`src/rtl/uart_csr_pkg.sv`:
```
package uart_csr_pkg;

  // Byte offsets of the register window
  localparam int OFF_MODE = 'h00;
  localparam int OFF_STAT = 'h04;
  localparam int OFF_CMD  = 'h08;
  localparam int OFF_DATA = 'h0C;
  localparam int OFF_AUX  = 'h10;
  localparam int OFF_INT  = 'h14;
  localparam int OFF_BDH  = 'h18;
  localparam int OFF_BDL  = 'h1C;

  // Field codes of the packed command byte
  localparam logic [1:0] MISC_PTR_CLR = 2'd1;
  localparam logic [1:0] MISC_RX_RST  = 2'd2;
  localparam logic [1:0] MISC_TX_RST  = 2'd3;
  localparam logic [1:0] PATH_ON      = 2'd1;
  localparam logic [1:0] PATH_OFF     = 2'd2;

  typedef struct packed {
    logic mrWr;
    logic ptrClr;
    logic rxReset;
    logic txReset;
    logic txOn;
    logic txOff;
    logic rxOn;
    logic rxOff;
    logic tbWr;
    logic imrWr;
    logic rxPop;
  } ctlStrobes_t;

endpackage

```
`src/rtl/uart_csr_ctl.sv`:
```
module uart_csr_ctl
  import uart_csr_pkg::*;
#(
  parameter int ADDR_W = 6
) (
  input  logic              busSel,
  input  logic              busWe,
  input  logic [ADDR_W-1:0] busAddr,
  input  logic [5:0]        cmdBits,
  output ctlStrobes_t       strb
);

  logic wrHit, rdHit, isCmd;
  logic [1:0] miscField, txField, rxField;

  assign wrHit     = busSel && busWe;
  assign rdHit     = busSel && !busWe;
  assign isCmd     = wrHit && (busAddr == ADDR_W'(OFF_CMD));
  assign miscField = cmdBits[5:4];
  assign txField   = cmdBits[3:2];
  assign rxField   = cmdBits[1:0];

  always_comb begin
    strb         = '0;
    strb.mrWr    = wrHit && (busAddr == ADDR_W'(OFF_MODE));
    strb.tbWr    = wrHit && (busAddr == ADDR_W'(OFF_DATA));
    strb.imrWr   = wrHit && (busAddr == ADDR_W'(OFF_INT));
    strb.rxPop   = rdHit && (busAddr == ADDR_W'(OFF_DATA));
    strb.ptrClr  = isCmd && (miscField == MISC_PTR_CLR);
    strb.rxReset = isCmd && (miscField == MISC_RX_RST);
    strb.txReset = isCmd && (miscField == MISC_TX_RST);
    strb.txOn    = isCmd && (txField == PATH_ON);
    strb.txOff   = isCmd && (txField == PATH_OFF);
    strb.rxOn    = isCmd && (rxField == PATH_ON);
    strb.rxOff   = isCmd && (rxField == PATH_OFF);
  end

endmodule

```
`src/rtl/uart_csr_dp.sv`:
```
module uart_csr_dp
  import uart_csr_pkg::*;
#(
  parameter int          ADDR_W   = 6,
  parameter int          DATA_W   = 8,
  parameter int          RX_DEPTH = 4,
  parameter logic [7:0]  BAUD_HI  = 8'h12,
  parameter logic [7:0]  BAUD_LO  = 8'h34
) (
  input  logic              clk,
  input  logic              rstN,
  input  ctlStrobes_t       strb,
  input  logic [ADDR_W-1:0] busAddr,
  input  logic [DATA_W-1:0] busWdata,
  output logic [DATA_W-1:0] busRdata,
  output logic              txValid,
  output logic [DATA_W-1:0] txData,
  input  logic              rxValid,
  input  logic [DATA_W-1:0] rxData,
  output logic              rxReady,
  output logic              irq
);

  localparam int CNT_W       = $clog2(RX_DEPTH + 1);
  localparam int RXINT_SEL_B = 6;

  logic [DATA_W-1:0] modeReg [2];
  logic              modePtr;
  logic              txEn, txEmp, rxEn;
  logic [DATA_W-1:0] txHold, imr;
  logic [DATA_W-1:0] rxMem  [RX_DEPTH];
  logic [DATA_W-1:0] rxMemN [RX_DEPTH];
  logic [CNT_W-1:0]  rxCount, wrIdx;
  logic              txEnN, txEmpN, rxEnN, handoff;
  logic              pushOk, popOk, rxNonEmpty, rxFull, rxIntSrc;
  logic [DATA_W-1:0] statusByte, isrByte;

  // Transmit path: misc action first, then transmitter field
  always_comb begin
    txEnN   = txEn;
    txEmpN  = txEmp;
    handoff = 1'b0;
    if (strb.txReset) begin
      txEnN  = 1'b0;
      txEmpN = 1'b1;
    end
    if (strb.txOn) begin
      txEnN = 1'b1;
      if (!txEmpN) begin
        handoff = 1'b1;
        txEmpN  = 1'b1;
      end
    end
    if (strb.txOff) txEnN = 1'b0;
    if (strb.tbWr) begin
      if (txEn) handoff = 1'b1;
      else      txEmpN  = 1'b0;
    end
  end

  always_comb begin
    rxEnN = rxEn;
    if (strb.rxReset) rxEnN = 1'b0;
    if (strb.rxOn)    rxEnN = 1'b1;
    if (strb.rxOff)   rxEnN = 1'b0;
  end

  // Receive FIFO as a shift array, head at index 0
  assign rxNonEmpty = (rxCount != '0);
  assign rxFull     = (rxCount == CNT_W'(RX_DEPTH));
  assign rxReady    = rxEn && !rxFull;
  assign pushOk     = rxValid && rxReady;
  assign popOk      = strb.rxPop && rxNonEmpty;
  assign wrIdx      = rxCount - CNT_W'(popOk);

  always_comb begin
    for (int i = 0; i < RX_DEPTH; i++) rxMemN[i] = rxMem[i];
    if (popOk) begin
      for (int i = 0; i < RX_DEPTH - 1; i++) rxMemN[i] = rxMem[i+1];
      rxMemN[RX_DEPTH-1] = '0;
    end
    for (int i = 0; i < RX_DEPTH; i++)
      if (pushOk && (CNT_W'(i) == wrIdx)) rxMemN[i] = rxData;
  end

  always_ff @(posedge clk) begin
    if (!rstN) begin
      modeReg[0] <= '0;
      modeReg[1] <= '0;
      modePtr    <= 1'b0;
      txEn       <= 1'b0;
      txEmp      <= 1'b1;
      rxEn       <= 1'b0;
      txHold     <= '0;
      txValid    <= 1'b0;
      imr        <= '0;
      rxCount    <= '0;
      for (int i = 0; i < RX_DEPTH; i++) rxMem[i] <= '0;
    end else begin
      if (strb.mrWr) modeReg[modePtr] <= busWdata;
      if (strb.ptrClr)    modePtr <= 1'b0;
      else if (strb.mrWr) modePtr <= 1'b1;
      txEn    <= txEnN;
      txEmp   <= txEmpN;
      rxEn    <= rxEnN;
      txValid <= handoff;
      if (strb.tbWr)  txHold <= busWdata;
      if (strb.imrWr) imr    <= busWdata;
      if (strb.rxReset) rxCount <= '0;
      else              rxCount <= rxCount + CNT_W'(pushOk) - CNT_W'(popOk);
      for (int i = 0; i < RX_DEPTH; i++) rxMem[i] <= rxMemN[i];
    end
  end

  assign txData     = txHold;
  assign rxIntSrc   = modeReg[0][RXINT_SEL_B] ? rxFull : rxNonEmpty;
  assign statusByte = DATA_W'({txEmp, txEn, rxFull, rxNonEmpty});
  assign isrByte    = DATA_W'({rxIntSrc, txEn});
  assign irq        = |(isrByte & imr);

  always_comb begin
    busRdata = '0;
    case (busAddr)
      ADDR_W'(OFF_MODE): busRdata = modeReg[modePtr];
      ADDR_W'(OFF_STAT): busRdata = statusByte;
      ADDR_W'(OFF_DATA): busRdata = rxNonEmpty ? rxMem[0] : '0;
      ADDR_W'(OFF_INT):  busRdata = isrByte;
      ADDR_W'(OFF_BDH):  busRdata = DATA_W'(BAUD_HI);
      ADDR_W'(OFF_BDL):  busRdata = DATA_W'(BAUD_LO);
      default:           busRdata = '0;
    endcase
  end

  // Pulse only follows a data write or a transmitter enable
  assert_handoff_cause_R4: assert property (@(posedge clk) disable iff (!rstN)
    txValid |-> $past(strb.tbWr || strb.txOn));
  assert_mode_ptr_R2: assert property (@(posedge clk) disable iff (!rstN)
    (strb.mrWr && !strb.ptrClr) |=> modePtr);
  assert_txoff_R6: assert property (@(posedge clk) disable iff (!rstN)
    strb.txOff |=> !txEn);
  assert_txreset_R7: assert property (@(posedge clk) disable iff (!rstN)
    (strb.txReset && !strb.txOn) |=> (txEmp && !txEn && !txValid));
  assert_rxreset_R9: assert property (@(posedge clk) disable iff (!rstN)
    strb.rxReset |=> (rxCount == '0));
  assert_fifo_bound_R8: assert property (@(posedge clk) disable iff (!rstN)
    rxCount <= CNT_W'(RX_DEPTH));

endmodule

```
`src/rtl/uart_csr_ctrl.sv`:
```
module uart_csr_ctrl
  import uart_csr_pkg::*;
#(
  parameter int         ADDR_W   = 6,
  parameter int         DATA_W   = 8,
  parameter int         RX_DEPTH = 4,
  parameter logic [7:0] BAUD_HI  = 8'h12,
  parameter logic [7:0] BAUD_LO  = 8'h34
) (
  input  logic              clk,
  input  logic              rstN,
  input  logic              busSel,
  input  logic              busWe,
  input  logic [ADDR_W-1:0] busAddr,
  input  logic [DATA_W-1:0] busWdata,
  output logic [DATA_W-1:0] busRdata,
  output logic              txValid,
  output logic [DATA_W-1:0] txData,
  input  logic              rxValid,
  input  logic [DATA_W-1:0] rxData,
  output logic              rxReady,
  output logic              irq
);

  ctlStrobes_t strb;

  uart_csr_ctl #(.ADDR_W(ADDR_W)) ctl_i (
    .busSel (busSel),
    .busWe  (busWe),
    .busAddr(busAddr),
    .cmdBits(busWdata[5:0]),
    .strb   (strb)
  );

  uart_csr_dp #(
    .ADDR_W(ADDR_W), .DATA_W(DATA_W), .RX_DEPTH(RX_DEPTH),
    .BAUD_HI(BAUD_HI), .BAUD_LO(BAUD_LO)
  ) dp_i (
    .clk     (clk),
    .rstN    (rstN),
    .strb    (strb),
    .busAddr (busAddr),
    .busWdata(busWdata),
    .busRdata(busRdata),
    .txValid (txValid),
    .txData  (txData),
    .rxValid (rxValid),
    .rxData  (rxData),
    .rxReady (rxReady),
    .irq     (irq)
  );

endmodule

```
`config.mk`:
```
export PLATFORM = sky130hd
export DESIGN_NAME = uart_csr_ctrl
export DESIGN_NICKNAME = d
export VERILOG_FILES = /design/src/rtl/uart_csr_pkg.sv /design/src/rtl/uart_csr_ctl.sv /design/src/rtl/uart_csr_dp.sv /design/src/rtl/uart_csr_ctrl.sv
export SDC_FILE = /design/constraint.sdc
export NUM_CORES = 1
export LEC_CHECK = 0
export BUFFER_PORTS_ARGS = -buffer_cell sky130_fd_sc_hd__buf_2
export CAP_MARGIN = 10
export CORE_ASPECT_RATIO = 0.6
export CORE_MARGIN = 2
export CORE_UTILIZATION = 54
export CTS_CLUSTER_SIZE = 16
export DETAILED_ROUTE_END_ITERATION = 10
export PLACE_DENSITY = 0.86
export SLEW_MARGIN = 30
export SYNTH_ARGS = -nofsm -noshare
export SYNTH_HDL_FRONTEND = slang
export SYNTH_SLANG_ARGS = --single-unit
```
`constraint.sdc`:
```
create_clock -name clk -period 4.56 [get_ports clk]
set_input_delay 0.684 -clock clk [delete_from_list [all_inputs] [get_ports clk]]
set_output_delay 0.684 -clock clk [all_outputs]
set_load 0.005 [all_outputs]
```
Word-level counts from Yosys, hierarchy flattened
Memories as Yosys holds them, arrays and structs flattened. A register that Yosys moved wholly into a read port is not among the register bits.
Cells that the tools add are included.
Storage, ports and cells
  memories: 2
  output and inout bits: 19
  input port bits: 27
  register bits after elaboration: 24
  RAM bits: 48
Memories
  dp_i.rxMem: depth 4, bits a word 8, read ports 4, clocked after memory_dff 0, wr ports 4, RTL line uart_csr_dp.sv:31  | logic [DATA_W-1:0] rxMem [RX_DEPTH];
  dp_i.modeReg: depth 2, bits a word 8, read ports 2, clocked after memory_dff 1, wr ports 2, RTL line uart_csr_dp.sv:27  | logic [DATA_W-1:0] modeReg [2];
Operators by class
  eq/ne operators: 17
  multiplexer cells: 34
  reductions and logical operators: 34
  add/subtract/negate cells: 3
  bitwise logic cells: 6
Operator list (number)
  $mux 8: 10
  $pmux 8 s6: 1
  $mux 32: 1
  $mux 1: 22
  $logic_and 1x1->1: 21
  $eq 6x5->1 const B: 3
  $reduce_or 8->1: 2
  $eq 6x4->1 const B: 2
  $and 2x8->8: 1
  $eq 2x2->1 const B: 4
  $reduce_or 2->1: 4
  $eq 2x1->1 const B: 3
  $eq 2x3->1 const A: 2
  $eq 6x3->1 const B: 1
  $logic_not 6->1: 1
  $sub 3x1->3: 2
  $or 1x1->1: 4
  $reduce_bool 2->1: 2
  $add 3x1->3: 1
  $eq 1x3->1 const A: 1
  $eq 3x3->1 const B: 1
  $logic_not 3->1: 1
  $reduce_bool 3->1: 1
  $logic_not 1->1: 2
  $not 1->1: 1

Depth between registers and ports, before layout
  word-level depth: 9
  gate-level depth with buffers: 11
  gate-level depth less buffers: 9

Cells and area by module
A second synthesis with hierarchy kept.
Second synthesis, totals
  cells, all modules: 369
  area, all modules: 3343.2 µm²
By module, submodules not included
  uart_csr_dp: area an instance 3154.3 µm², times used 1, seq. area each 1501.4 µm², cells an instance 347
  uart_csr_ctl: area an instance 188.9 µm², times used 1, seq. area each 0.0 µm², cells an instance 22

Worst setup path after synthesis
OpenSTA, ideal clock, no wires.
  path kind: in2reg
  start: input port busAddr[5]
  end: memory dp_i.rxMem[3][0]
  required time: 4496 ps
  arrival: 3352 ps
  path slack: 1144 ps
  stages on the path: 11
  path through: or4_4 > buf_6 > nor4_1 > ha_1 > inv_1 > ha_1 > and4b_1 > o21a_1 > clkbuf_1 > nor3b_1 > a32o_1
RTL lines
  start: declaration: RTL line uart_csr_ctrl.sv:14  | input logic [ADDR_W-1:0] busAddr,
  end: declaration: RTL line uart_csr_dp.sv:31

==> summary.md <==
| Metric | Value |
|---|---|
| Total Die Area | 6523 µm² |
| Met1 Resource Use GR | 38.29% |
| Maximum vdd ir drop | 0.1826 mV |
| Total congestion overflow | 0 |
| Setup repair after global routing missed its margin | no |
| Slew of the pin with the lowest slew margin | 954.5 ps |
| Worst-Skew Late Latency | 350 ps |
| Internal power | 0.0009209 W |
| Total standard cell area after synthesis | 3172 µm² |
| Number of distinct library cells after synthesis | 48 |
| Iteration-0 DRC Markers | 286 |
| Count of maximum capacitance violations | 0 |
| Hold crit path type | flop to flop |
| Minimum setup slack in the final design | 1042 ps |
| Number of remaining DRC errors | 0 |
| Clock period minus worst slack | 3518 ps |
| CTS max path bufs | 2 |
| Total power consumption of the routed design | 0.001198 W |
| Vias per cell | 6.076 |
| Wirelength per Cell | 17.46 µm |
| Switching share of power | 23.16% |
| Tot GR Track Use | 26.50% |
| Synth top area share | 32.19% |
| Instance count of the mapped netlist | 349 |
| Setup Crit Path Kind | primary input to flop |
| Post-route fraction of the period consumed by the critical path | 77.14% |
| Worst Path Arrival | 3810 ps |
| Met2 GRT Util | 37.42% |
| Cell types with the largest area share after synthesis | sky130_fd_sc_hd__dfxtp_1 32%, sky130_fd_sc_hd__edfxtp_1 15%, sky130_fd_sc_hd__nand2_1 7.8% |
| First-pass DRT Iterations | 5 |
| Cts repair resizes | 0 |
| Net count after synthesis | 381 |
| Required @ worst endpoint | 4850 ps |
| Final Hold Viols | 0 |
| Part of the total power dissipated in combinational logic | 5.4% |
| Sw Pwr | 0.0002776 W |
| Worst clock skew | 9.659 ps |
| Post-synthesis average cell area | 9.088 µm² |
| Cell taking the most area after synthesis | sky130_fd_sc_hd__dfxtp_1 |
| Placer congestion estimate | 0.9489 |
| CTS sink cnt | 67 |
| Clk pwr share | 43.2% |
| DP Wirelength | 5865 µm |
| Power Density | 327.6 nW/µm² |
| Clock tree from TritonCTS | built |
| Worst slew margin | 36.23% |
| I/O pin cnt | 46 |
| Maximum number of pins on one net before global-route repair | 60 |
| Type of element launching the critical path | primary input |
| Worst-case setup slack after placement | 726.2 ps |
| Number of nets in the layout | 418 |
| Outcome | complete, no violations |
| Final Setup Violations | 0 |
| Most common flop cell mapped by yosys | sky130_fd_sc_hd__dfxtp_1 |
| Setup repair bufs after CTS | 0 |
| Total Routed Length | 8224 µm |
| CTS H-Tree Depth | 3 |
| Aggregate negative setup slack | 0 ps |
| Number of synthesized flops with an enable pin | 16 |
| Type of element capturing the critical path | flop |
| Total via count after detailed routing | 2862 |
| Critical Path Fanout Max | 9 |
| Maximum clock rate | 284.3 MHz |
| N_diodes | 0 |
| Initial antenna violation count | 0 |
| Initial standard-cell utilization of the core | 56.41% |
| Layout cell share with drive strength beyond 1 | 19.44% |
| Remaining number of nets flagged by the antenna check after routing | 0 |
| Hold_buf cts | 0 |
| Cell Rows | 21 |
| Area growth syn-to-layout | 15.35% |
| Area inside the core boundary | 5623 µm² |
| FF+latch count, synth | 67 |
| Power share of the sequential group | 51.4% |
| Die boundary width | 102.9 µm |
| Number of input and output port buffers inserted | 45 |
| First-pass GRT wire length | 12870 µm |
| Vertical extent of the die | 63.37 µm |
| Via count of the first global-routing pass | 2591 |
| Leakage power | 1.346 nW |
| Number of max-slew violations in the final report | 0 |
| Busiest layer in global routing | met1 |
| Yosys synthesis warning count | 0 |
| Proportion of synthesized chip area in sequential cells | 47.34% |
| Inserted Clock Buffers | 9 |
| Clk slew on worst S/H paths | 70 ps |
| Async set-reset flop share out of synthesis | 0% |
| Clock root cell | sky130_fd_sc_hd__clkbuf_8 |
| Met3 Usage GRT | 8.324% |
| Post-Route Utilization | 65.06% |
area by class of cell:
cell class	count	area [µm²]
clock inverter	5	60.06
sequential	67	1501
clock buffer	11	152.6
inverter	11	41.29
fill	480	1964
timing repair buffer	48	247.7
tap	80	100.1
multi-input combinational	249	1555
placed cells by master, fill, tap and decap left out, drive strengths merged, types with 5 or more instances in the layout:
cell    count
o21ai      36
nor3        7
mux2i      15
and2       13
buf        48
nand2b      5
nand3       6
edfxtp     16
inv        11
a32o        8
nand2      66
dfxtp      51
a31oi      25
clkbuf     11
nor2        7
nor2b       9
nor4        7
per-stage QoR:
stage | hold slack (ps) | instance area (µm²) | cells
floorplan | 436.2 | 3172 | 349
global placement | 449.7 | 3427 | 455
detailed placement | 453.9 | 3433 | 455
CTS | 465.1 | 3646 | 471
global route | 483.6 | 3659 | 471
finish | 462.7 | 3659 | 471
worst max-delay path, stage by stage:
cell,delay (ps)
sky130_fd_sc_hd__buf_2,120
sky130_fd_sc_hd__or4_4,600
sky130_fd_sc_hd__nor4_1,320
sky130_fd_sc_hd__ha_1,230
sky130_fd_sc_hd__inv_1,80
sky130_fd_sc_hd__ha_1,330
sky130_fd_sc_hd__and4b_1,190
sky130_fd_sc_hd__o21a_1,210
sky130_fd_sc_hd__nor3b_1,810
sky130_fd_sc_hd__a32o_1,230
Yosys cell counts (3+ instances only):
library cell / number
sky130_fd_sc_hd__nand2_1: 66
sky130_fd_sc_hd__dfxtp_1: 51
sky130_fd_sc_hd__o21ai_0: 34
sky130_fd_sc_hd__a31oi_1: 25
sky130_fd_sc_hd__clkbuf_1: 17
sky130_fd_sc_hd__edfxtp_1: 16
sky130_fd_sc_hd__mux2i_1: 15
sky130_fd_sc_hd__and2_1: 13
sky130_fd_sc_hd__inv_1: 11
sky130_fd_sc_hd__nor2b_1: 9
sky130_fd_sc_hd__a32o_1: 8
sky130_fd_sc_hd__nor2_1: 7
sky130_fd_sc_hd__nor3_1: 7
sky130_fd_sc_hd__nand3_1: 6
sky130_fd_sc_hd__nor4_1: 6
sky130_fd_sc_hd__nand2b_1: 5
sky130_fd_sc_hd__ha_1: 4
sky130_fd_sc_hd__o211ai_1: 4
sky130_fd_sc_hd__buf_2: 3
sky130_fd_sc_hd__o2111ai_1: 3
sky130_fd_sc_hd__or3_1: 3
per-layer routing:
metal | vias to the layer above | wire length (µm)
li1 | 1345 | -
met1 | 1357 | 3767
met2 | 140 | 3594
met3 | 20 | 699
met4 | 0 | 162
met5 | - | 0
state kept, by name (all words and copies together) (netlist names), named ones only:
| name | count |
|---|---|
| dp_i.txValid | 1 |
| dp_i.txEmp | 1 |
| dp_i.txEn | 1 |
| dp_i.imr | 2 |
| dp_i.rxMem | 32 |
| dp_i.modePtr | 1 |
| dp_i.modeReg | 16 |
| dp_i.txData | 8 |
| dp_i.rxEn | 1 |
| dp_i.rxCount | 3 |
worst paths after layout:
path | from | endpoint | slack [ps] | cells past startpoint
worst min-delay path | dp_i.imr[1] | dp_i.imr[1] | 460 | 2
worst max register to register | dp_i.rxCount[2] | dp_i.rxMem[3][3] | 1310 | 9
worst min register to register | dp_i.imr[1] | dp_i.imr[1] | 460 | 2
worst max-delay path | busAddr[5] | dp_i.rxMem[3][3] | 1040 | 10
cells by family after synthesis:
logic type,share of synthesized area (%)
AO/OA/AOI/OAI,18.90
XOR/XNOR,0.5524
adder cells (fa/ha/maj),2.209
buffers and inverters,4.497
flip-flops,47.34
multiplexers,5.089
AND/OR/NAND/NOR,21.42
power by group through the flow:
stage / Sequential [W] / Clock, W / Combinational [W]
after floorplan: 0.000628 / 0 / 0.0000316
after global placement: 0.000629 / 0 / 0.0000595
after detailed placement: 0.000629 / 0 / 0.0000625
after CTS: 0.000616 / 0.000521 / 0.0000629
after global routing: 0.000616 / 0.000549 / 0.0000697
final: 0.000616 / 0.000518 / 0.0000650
Power figures use the tool's default switching activity.
